## config.mk

```make
export PLATFORM = sky130hd
export DESIGN_NAME = tx_frame_stager
export DESIGN_NICKNAME = d
export VERILOG_FILES = /design/src/rtl/tfs_pkg.sv /design/src/rtl/tfs_store.sv /design/src/rtl/tfs_gate.sv /design/src/rtl/tfs_swap.sv /design/src/rtl/tx_frame_stager.sv
export SDC_FILE = /design/constraint.sdc
export NUM_CORES = 2
export LEC_CHECK = 0
export ABC_CLOCK_PERIOD_IN_PS = 6200
export BUFFER_PORTS_ARGS = -buffer_cell sky130_fd_sc_hd__buf_2
export CORE_AREA = 2 2 297 519
export DETAILED_ROUTE_END_ITERATION = 8
export DIE_AREA = 0 0 299 521
export HOLD_SLACK_MARGIN = 0.03
export PLACE_DENSITY = 0.71
export SLEW_MARGIN = 10
export SYNTH_ARGS = -nofsm -noshare
export SYNTH_HDL_FRONTEND = slang
export SYNTH_SLANG_ARGS = --single-unit
```

## constraint.sdc

```tcl
create_clock -name clk -period 6.2 [get_ports clk]
set_input_delay 0.31 -clock clk [delete_from_list [all_inputs] [get_ports clk]]
set_output_delay 0.31 -clock clk [all_outputs]
set_load 0.005 [all_outputs]
```

## src/rtl/tfs_pkg.sv

```systemverilog
package tfs_pkg;
    // largest start-level code honoured; higher codes clamp to it
    localparam logic [2:0] LVL_CLAMP = 3'd4;
    // the start level counts in this fraction of the store depth
    localparam int LVL_DIV = 8;

    typedef enum logic {
        GATE_HELD = 1'b0,
        GATE_SEND = 1'b1
    } gate_e;
endpackage

```

## src/rtl/tfs_store.sv

```systemverilog
module tfs_store #(
    parameter int DATA_W = 32,
    parameter int DEPTH  = 64,
    localparam int PTR_W = $clog2(DEPTH),
    localparam int CNT_W = $clog2(DEPTH + 1)
) (
    input  logic              clk,
    input  logic              rst_n,
    input  logic              flush,
    input  logic              wr_en,
    input  logic [DATA_W-1:0] wr_data,
    input  logic              wr_eof,
    input  logic              rd_en,
    output logic [DATA_W-1:0] rd_data,
    output logic              rd_eof,
    output logic [CNT_W-1:0]  count,
    output logic [CNT_W-1:0]  eof_cnt,
    output logic              full
);
    typedef struct packed {
        logic [PTR_W-1:0] wptr;
        logic [PTR_W-1:0] rptr;
        logic [CNT_W-1:0] count;
        logic [CNT_W-1:0] eofs;
    } store_t;

    store_t st_d, st_q;
    logic [DATA_W:0] mem [DEPTH];
    logic [DATA_W:0] head;

    assign head    = mem[st_q.rptr];
    assign rd_data = head[DATA_W-1:0];
    assign rd_eof  = head[DATA_W];
    assign count   = st_q.count;
    assign eof_cnt = st_q.eofs;
    assign full    = (st_q.count == CNT_W'(DEPTH));

    always_comb begin
        st_d = st_q;
        if (flush) begin
            st_d = '0;
        end else begin
            if (wr_en) begin
                st_d.wptr = st_q.wptr + PTR_W'(1);
            end
            if (rd_en) begin
                st_d.rptr = st_q.rptr + PTR_W'(1);
            end
            if (wr_en && !rd_en) begin
                st_d.count = st_q.count + CNT_W'(1);
            end else if (rd_en && !wr_en) begin
                st_d.count = st_q.count - CNT_W'(1);
            end
            if ((wr_en && wr_eof) && !(rd_en && rd_eof)) begin
                st_d.eofs = st_q.eofs + CNT_W'(1);
            end else if (!(wr_en && wr_eof) && (rd_en && rd_eof)) begin
                st_d.eofs = st_q.eofs - CNT_W'(1);
            end
        end
    end

    always_ff @(posedge clk or negedge rst_n) begin
        if (!rst_n) begin
            st_q <= '0;
        end else begin
            st_q <= st_d;
        end
    end

    always_ff @(posedge clk) begin
        if (wr_en) begin
            mem[st_q.wptr] <= {wr_eof, wr_data};
        end
    end
endmodule

```

## src/rtl/tfs_gate.sv

```systemverilog
module tfs_gate
    import tfs_pkg::*;
#(
    parameter int DEPTH  = 64,
    localparam int CNT_W = $clog2(DEPTH + 1),
    localparam int STEP  = DEPTH / LVL_DIV
) (
    input  logic             clk,
    input  logic             rst_n,
    input  logic             flush,
    input  logic             enabled,
    input  logic [2:0]       start_lvl,
    input  logic [CNT_W-1:0] count,
    input  logic [CNT_W-1:0] eof_cnt,
    input  logic             head_eof,
    input  logic             mac_full,
    output logic             pop
);
    typedef struct packed {
        gate_e mode;
    } gate_t;

    gate_t gt_d, gt_q;
    logic [2:0]       lvl_eff;
    logic [CNT_W-1:0] thr;
    logic             have_word;
    logic             start_ok;
    logic             active;

    always_comb begin
        lvl_eff   = (start_lvl > LVL_CLAMP) ? LVL_CLAMP : start_lvl;
        thr       = CNT_W'(lvl_eff) * CNT_W'(STEP);
        have_word = (count != '0);
        // a held frame may start on threshold, a complete frame, or drain
        start_ok  = have_word && ((eof_cnt != '0) || (count >= thr) || !enabled);
        active    = (gt_q.mode == GATE_SEND) || start_ok;
        pop       = active && have_word && !mac_full && !flush;

        gt_d = gt_q;
        if (flush) begin
            gt_d.mode = GATE_HELD;
        end else if (pop && head_eof) begin
            gt_d.mode = GATE_HELD;
        end else if (active) begin
            gt_d.mode = GATE_SEND;
        end
    end

    always_ff @(posedge clk or negedge rst_n) begin
        if (!rst_n) begin
            gt_q <= '{mode: GATE_HELD};
        end else begin
            gt_q <= gt_d;
        end
    end
endmodule

```

## src/rtl/tfs_swap.sv

```systemverilog
module tfs_swap #(
    parameter int DATA_W = 32,
    localparam int NB    = DATA_W / 8
) (
    input  logic              swap_en,
    input  logic [DATA_W-1:0] din,
    output logic [DATA_W-1:0] dout
);
    logic [DATA_W-1:0] rev;

    for (genvar g = 0; g < NB; g++) begin : g_lane
        assign rev[g*8 +: 8] = din[(NB-1-g)*8 +: 8];
    end

    assign dout = swap_en ? rev : din;
endmodule

```

## src/rtl/tx_frame_stager.sv

```systemverilog
module tx_frame_stager #(
    parameter int DATA_W = 32,
    parameter int DEPTH  = 64,
    localparam int CNT_W = $clog2(DEPTH + 1)
) (
    input  logic              clk,
    input  logic              rst_n,
    input  logic              soft_rst,
    input  logic              en_wr,
    input  logic              en_wdata,
    input  logic              own_lost,
    input  logic [2:0]        start_lvl,
    input  logic              swap_en,
    output logic              tx_en,
    input  logic              in_valid,
    input  logic [DATA_W-1:0] in_data,
    input  logic              in_eof,
    output logic              in_ready,
    input  logic              mac_full,
    output logic              mac_push,
    output logic [DATA_W-1:0] mac_data,
    output logic              mac_eof,
    output logic [CNT_W-1:0]  fill_count
);
    typedef struct packed {
        logic en;
    } ctl_t;

    ctl_t ct_d, ct_q;
    logic              store_full;
    logic              wr_fire;
    logic              rd_fire;
    logic [DATA_W-1:0] head_data;
    logic              head_eof;
    logic [CNT_W-1:0]  eof_cnt;

    always_comb begin
        ct_d = ct_q;
        if (soft_rst || own_lost) begin
            ct_d.en = 1'b0;
        end else if (en_wr) begin
            ct_d.en = en_wdata;
        end
    end

    always_ff @(posedge clk or negedge rst_n) begin
        if (!rst_n) begin
            ct_q <= '0;
        end else begin
            ct_q <= ct_d;
        end
    end

    assign tx_en    = ct_q.en;
    assign in_ready = ct_q.en && !store_full && !soft_rst;
    assign wr_fire  = in_valid && in_ready;
    assign mac_push = rd_fire;
    assign mac_eof  = head_eof;

    tfs_store #(
        .DATA_W(DATA_W),
        .DEPTH (DEPTH)
    ) u_store (
        .clk    (clk),
        .rst_n  (rst_n),
        .flush  (soft_rst),
        .wr_en  (wr_fire),
        .wr_data(in_data),
        .wr_eof (in_eof),
        .rd_en  (rd_fire),
        .rd_data(head_data),
        .rd_eof (head_eof),
        .count  (fill_count),
        .eof_cnt(eof_cnt),
        .full   (store_full)
    );

    tfs_gate #(
        .DEPTH(DEPTH)
    ) u_gate (
        .clk      (clk),
        .rst_n    (rst_n),
        .flush    (soft_rst),
        .enabled  (ct_q.en),
        .start_lvl(start_lvl),
        .count    (fill_count),
        .eof_cnt  (eof_cnt),
        .head_eof (head_eof),
        .mac_full (mac_full),
        .pop      (rd_fire)
    );

    tfs_swap #(
        .DATA_W(DATA_W)
    ) u_swap (
        .swap_en(swap_en),
        .din    (head_data),
        .dout   (mac_data)
    );
endmodule

```

==> reports/results.tsv <==
metric	value	unit
Synth Warn #	0	
Die Y	521	um
DR DRC count	0	
TritonRoute pass-1 iters	5	
root buf cell	clkbuf_16	
maxcap violations	0	
Hold Crit Class	in2async	
I/O pin count	88	
H-tree depth	4	
setup TNS	0	ps
maximum vdd ir drop	0.307	mV
endpoint class of the critical path	primary output	
Post-Synth Adder-Cell Area	0.00275	
initial antenna violation count	13	
Syn-to-layout area delta	11.9	%
Final Cycle Share	0.861	
num rows	189	
post-synthesis simple-gate area fraction	0.0109	
final slew viol count	0	
Worst R2R Path Depth	14	
most common cell after layout, fill and taps aside	edfxtp_1	
Synth top area share	0.766	
drt initial violations	5067	
NetSw	0.00730	W
Antenna Nets Post-Route	0	
Power Density	345	mW/mm2
CP Data Arrival Time	5030	ps
Main synth FF type	edfxtp_1	
Synth Net Count	3451	
area leader, netlist	edfxtp_1	
clk_lat worst skew	820	ps
Num CTS Buffers	177	
clk_skew	26.3	ps
placed insts	5414	
Yosys reg bits	2140	
Core Util, Final	0.612	
switching part of the total power	0.228	
post-synthesis sequential area ratio	0.775	
Post-synth EDFFs	2112	
Clock Sinks	2140	
outcome	finished, final reports clean	
Most Frequent Cell on Critical Path	mux4_2	
Overflow after GRT	0	
fin nets	3658	
pin count of the biggest net entering global routing	140	
Clock transition at path regs	70	ps
total length of routed wires	209000	um
post-synthesis mux area share	0.195	
RSZ-0062 raised after global routing	no	
part of the power in combinational logic	0.136	
CTS resizes	0	
internal power	0.0247	W
Reg area	0.0641	mm2
slowest CP cell	dfrtp_4	
critical-path cell list	buf_12, buf_4, mux4_2, mux4_2, mux2i_1, o21ai_0, mux2_2, buf_2	
fill cell count	10100	
area of the multi-input gates	0.0182	mm2
Area contributors post-synth	edfxtp_1, mux4_2, dfrtp_1	
post-synthesis compound-gate area fraction	0.00452	
placeable core area	0.151	mm2
Tot GR Track Use	0.272	
syn avg cell area	24.4	um2
Die X-Extent	299	um
Cells after Synth	3389	
Post-Synth XOR/XNOR Area	0.00148	
Worst setup SP type	register	
Via-to-Cell Ratio	6.72	
Setup CP Type	reg2out	
Netlist cell types	49	
die area	0.156	mm2
min cycle time layout	5340	ps
Async S/R FF share, synth	0.0131	
Starting Density	0.547	
Post-DP Area	0.0866	mm2
Max-slew headroom	0.131	
crit path max fanout	58	
routability cong.	0.823	
Sequential Power Share	0.502	
layout cells sized above 1	0.342	
Worst Tran Pin Value	1300	ps
worst path required time	5890	ps
DR vias	38600	
post-route cell area	0.0927	mm2
first-pass GRT wire length	294000	um
final hold violations	0	
Clock power frac	0.362	
vias in the first global route	38900	
largest family of logic cells by synthesized area	multiplexers	
clock buffer depth	3	
static leakage	28.1	nW
# port buffers	87	
CTS tree	built	
drt wl/cell	36.4	um
commonest non-fill, non-tap cells in the layout	edfxtp_1, mux4_2, clkbuf_16	
# setup viols final	0	
final HPWL from detailed placement	118000	um
Post-Layout Cell Count	5748	
maximum clock frequency	187	MHz
CP peak stage delay	930	ps
post-synthesis cell area	0.0828	mm2
-- kinds of logic (layout without fill, tap and decap cells) --
| kind of cell | Yosys count | in the layout |
|---|---|---|
| AO/OA/AOI/OAI | 59 | 59 |
| multiplexers | 756 | 756 |
| AND/OR/NAND/NOR | 203 | 203 |
| XOR/XNOR | 14 | 14 |
| flip-flops | 2140 | 2140 |
| other | 0 | 7 |
| adder cells (fa/ha/maj) | 17 | 17 |
| buffers and inverters | 200 | 547 |
-- power groups by stage --
stage,combinational (W),clock (W),sequential (W)
2_1_floorplan,0.00331,0,0.0163
3_3_place_gp,0.00436,0,0.0164
3_5_place_dp,0.00440,0,0.0164
4_1_cts,0.00443,0.0117,0.0161
5_1_grt,0.00463,0.0122,0.0161
6_report,0.00434,0.0116,0.0161
-- metal layers --
layer  vias up  GRT usage  wire length, um
li1      15000          -                -
met1     21100      0.347            72700
met2      2147      0.476           111000
met3       409     0.0385            16000
met4         4      0.107             9340
met5         -          0               23
-- metrics by stage --
step	setup slack [ps]	total power (W)	hold slack [ps]
floorplan	2360	0.0196	14.4
global placement	1620	0.0207	406
detailed placement	1600	0.0208	408
CTS	749	0.0322	75.7
global route	578	0.0329	136
finish	864	0.0320	113
-- flip-flops by register name, summed over array words and instances, names as in the netlist --
name             count
tx_en                1
u_gate.gt_q          1
u_store.count        7
u_store.eof_cnt      7
u_store.mem       2112
u_store.st_q        12
-- critical path: cells and delay by family, from the launching register on --
family	cells	cell delay (ps)
mux	4	1880
compound gates	1	270
buf+inv	3	1130
flops	1	930
-- timing repair --
| item | CTS | global route |
|---|---|---|
| buffers inserted | 0 | 0 |
| hold buffers | 6 | 0 |
| hold endpoints to repair | 35 | 0 |
-- cells in the mapped netlist (4+ instances only) --
cell type / n
nor3_1: 11
mux4_2: 678
o21ai_0: 17
clkbuf_1: 91
dfrtp_1: 28
nor2_1: 90
xnor2_1: 7
edfxtp_1: 2112
nor2b_1: 10
buf_6: 5
a31oi_1: 4
inv_1: 16
a21oi_1: 14
mux2_2: 54
buf_1: 20
ha_1: 15
nand2b_1: 8
xor2_1: 7
mux2i_1: 23
nand2_1: 54
buf_4: 22
a22oi_1: 4
buf_2: 43
nand3b_1: 4
nand3_1: 10
-- worst paths after layout --
| path | to | startpoint | slack [ps] |
|---|---|---|---|
| hold reg to reg | u_store.eof_cnt[0] | u_store.eof_cnt[0] | 580 |
| setup reg to reg | u_store.eof_cnt[6] | u_store.st_q[16] | 1540 |
| min in group clk | u_store.mem[54][23] | in_data[23] | 170 |
| max in group asynchronous | u_store.st_q[14] | rst_n | 5520 |
| setup / recovery | mac_data[20] | u_store.st_q[14] | 860 |
| hold / removal | u_store.count[0] | rst_n | 110 |
-- area by class of cell --
cell class,instances,area share
Multi-Input combinational cell,1049,0.197
Sequential cell,2140,0.692
Clock inverter,112,0.0146
Inverter,19,0.000851
Tap cell,2005,0.0271
Antenna cell,7,0.000189
Clock buffer,207,0.0499
Timing Repair Buffer,209,0.0185
Note: power is estimated with default switching activity, not from simulation.
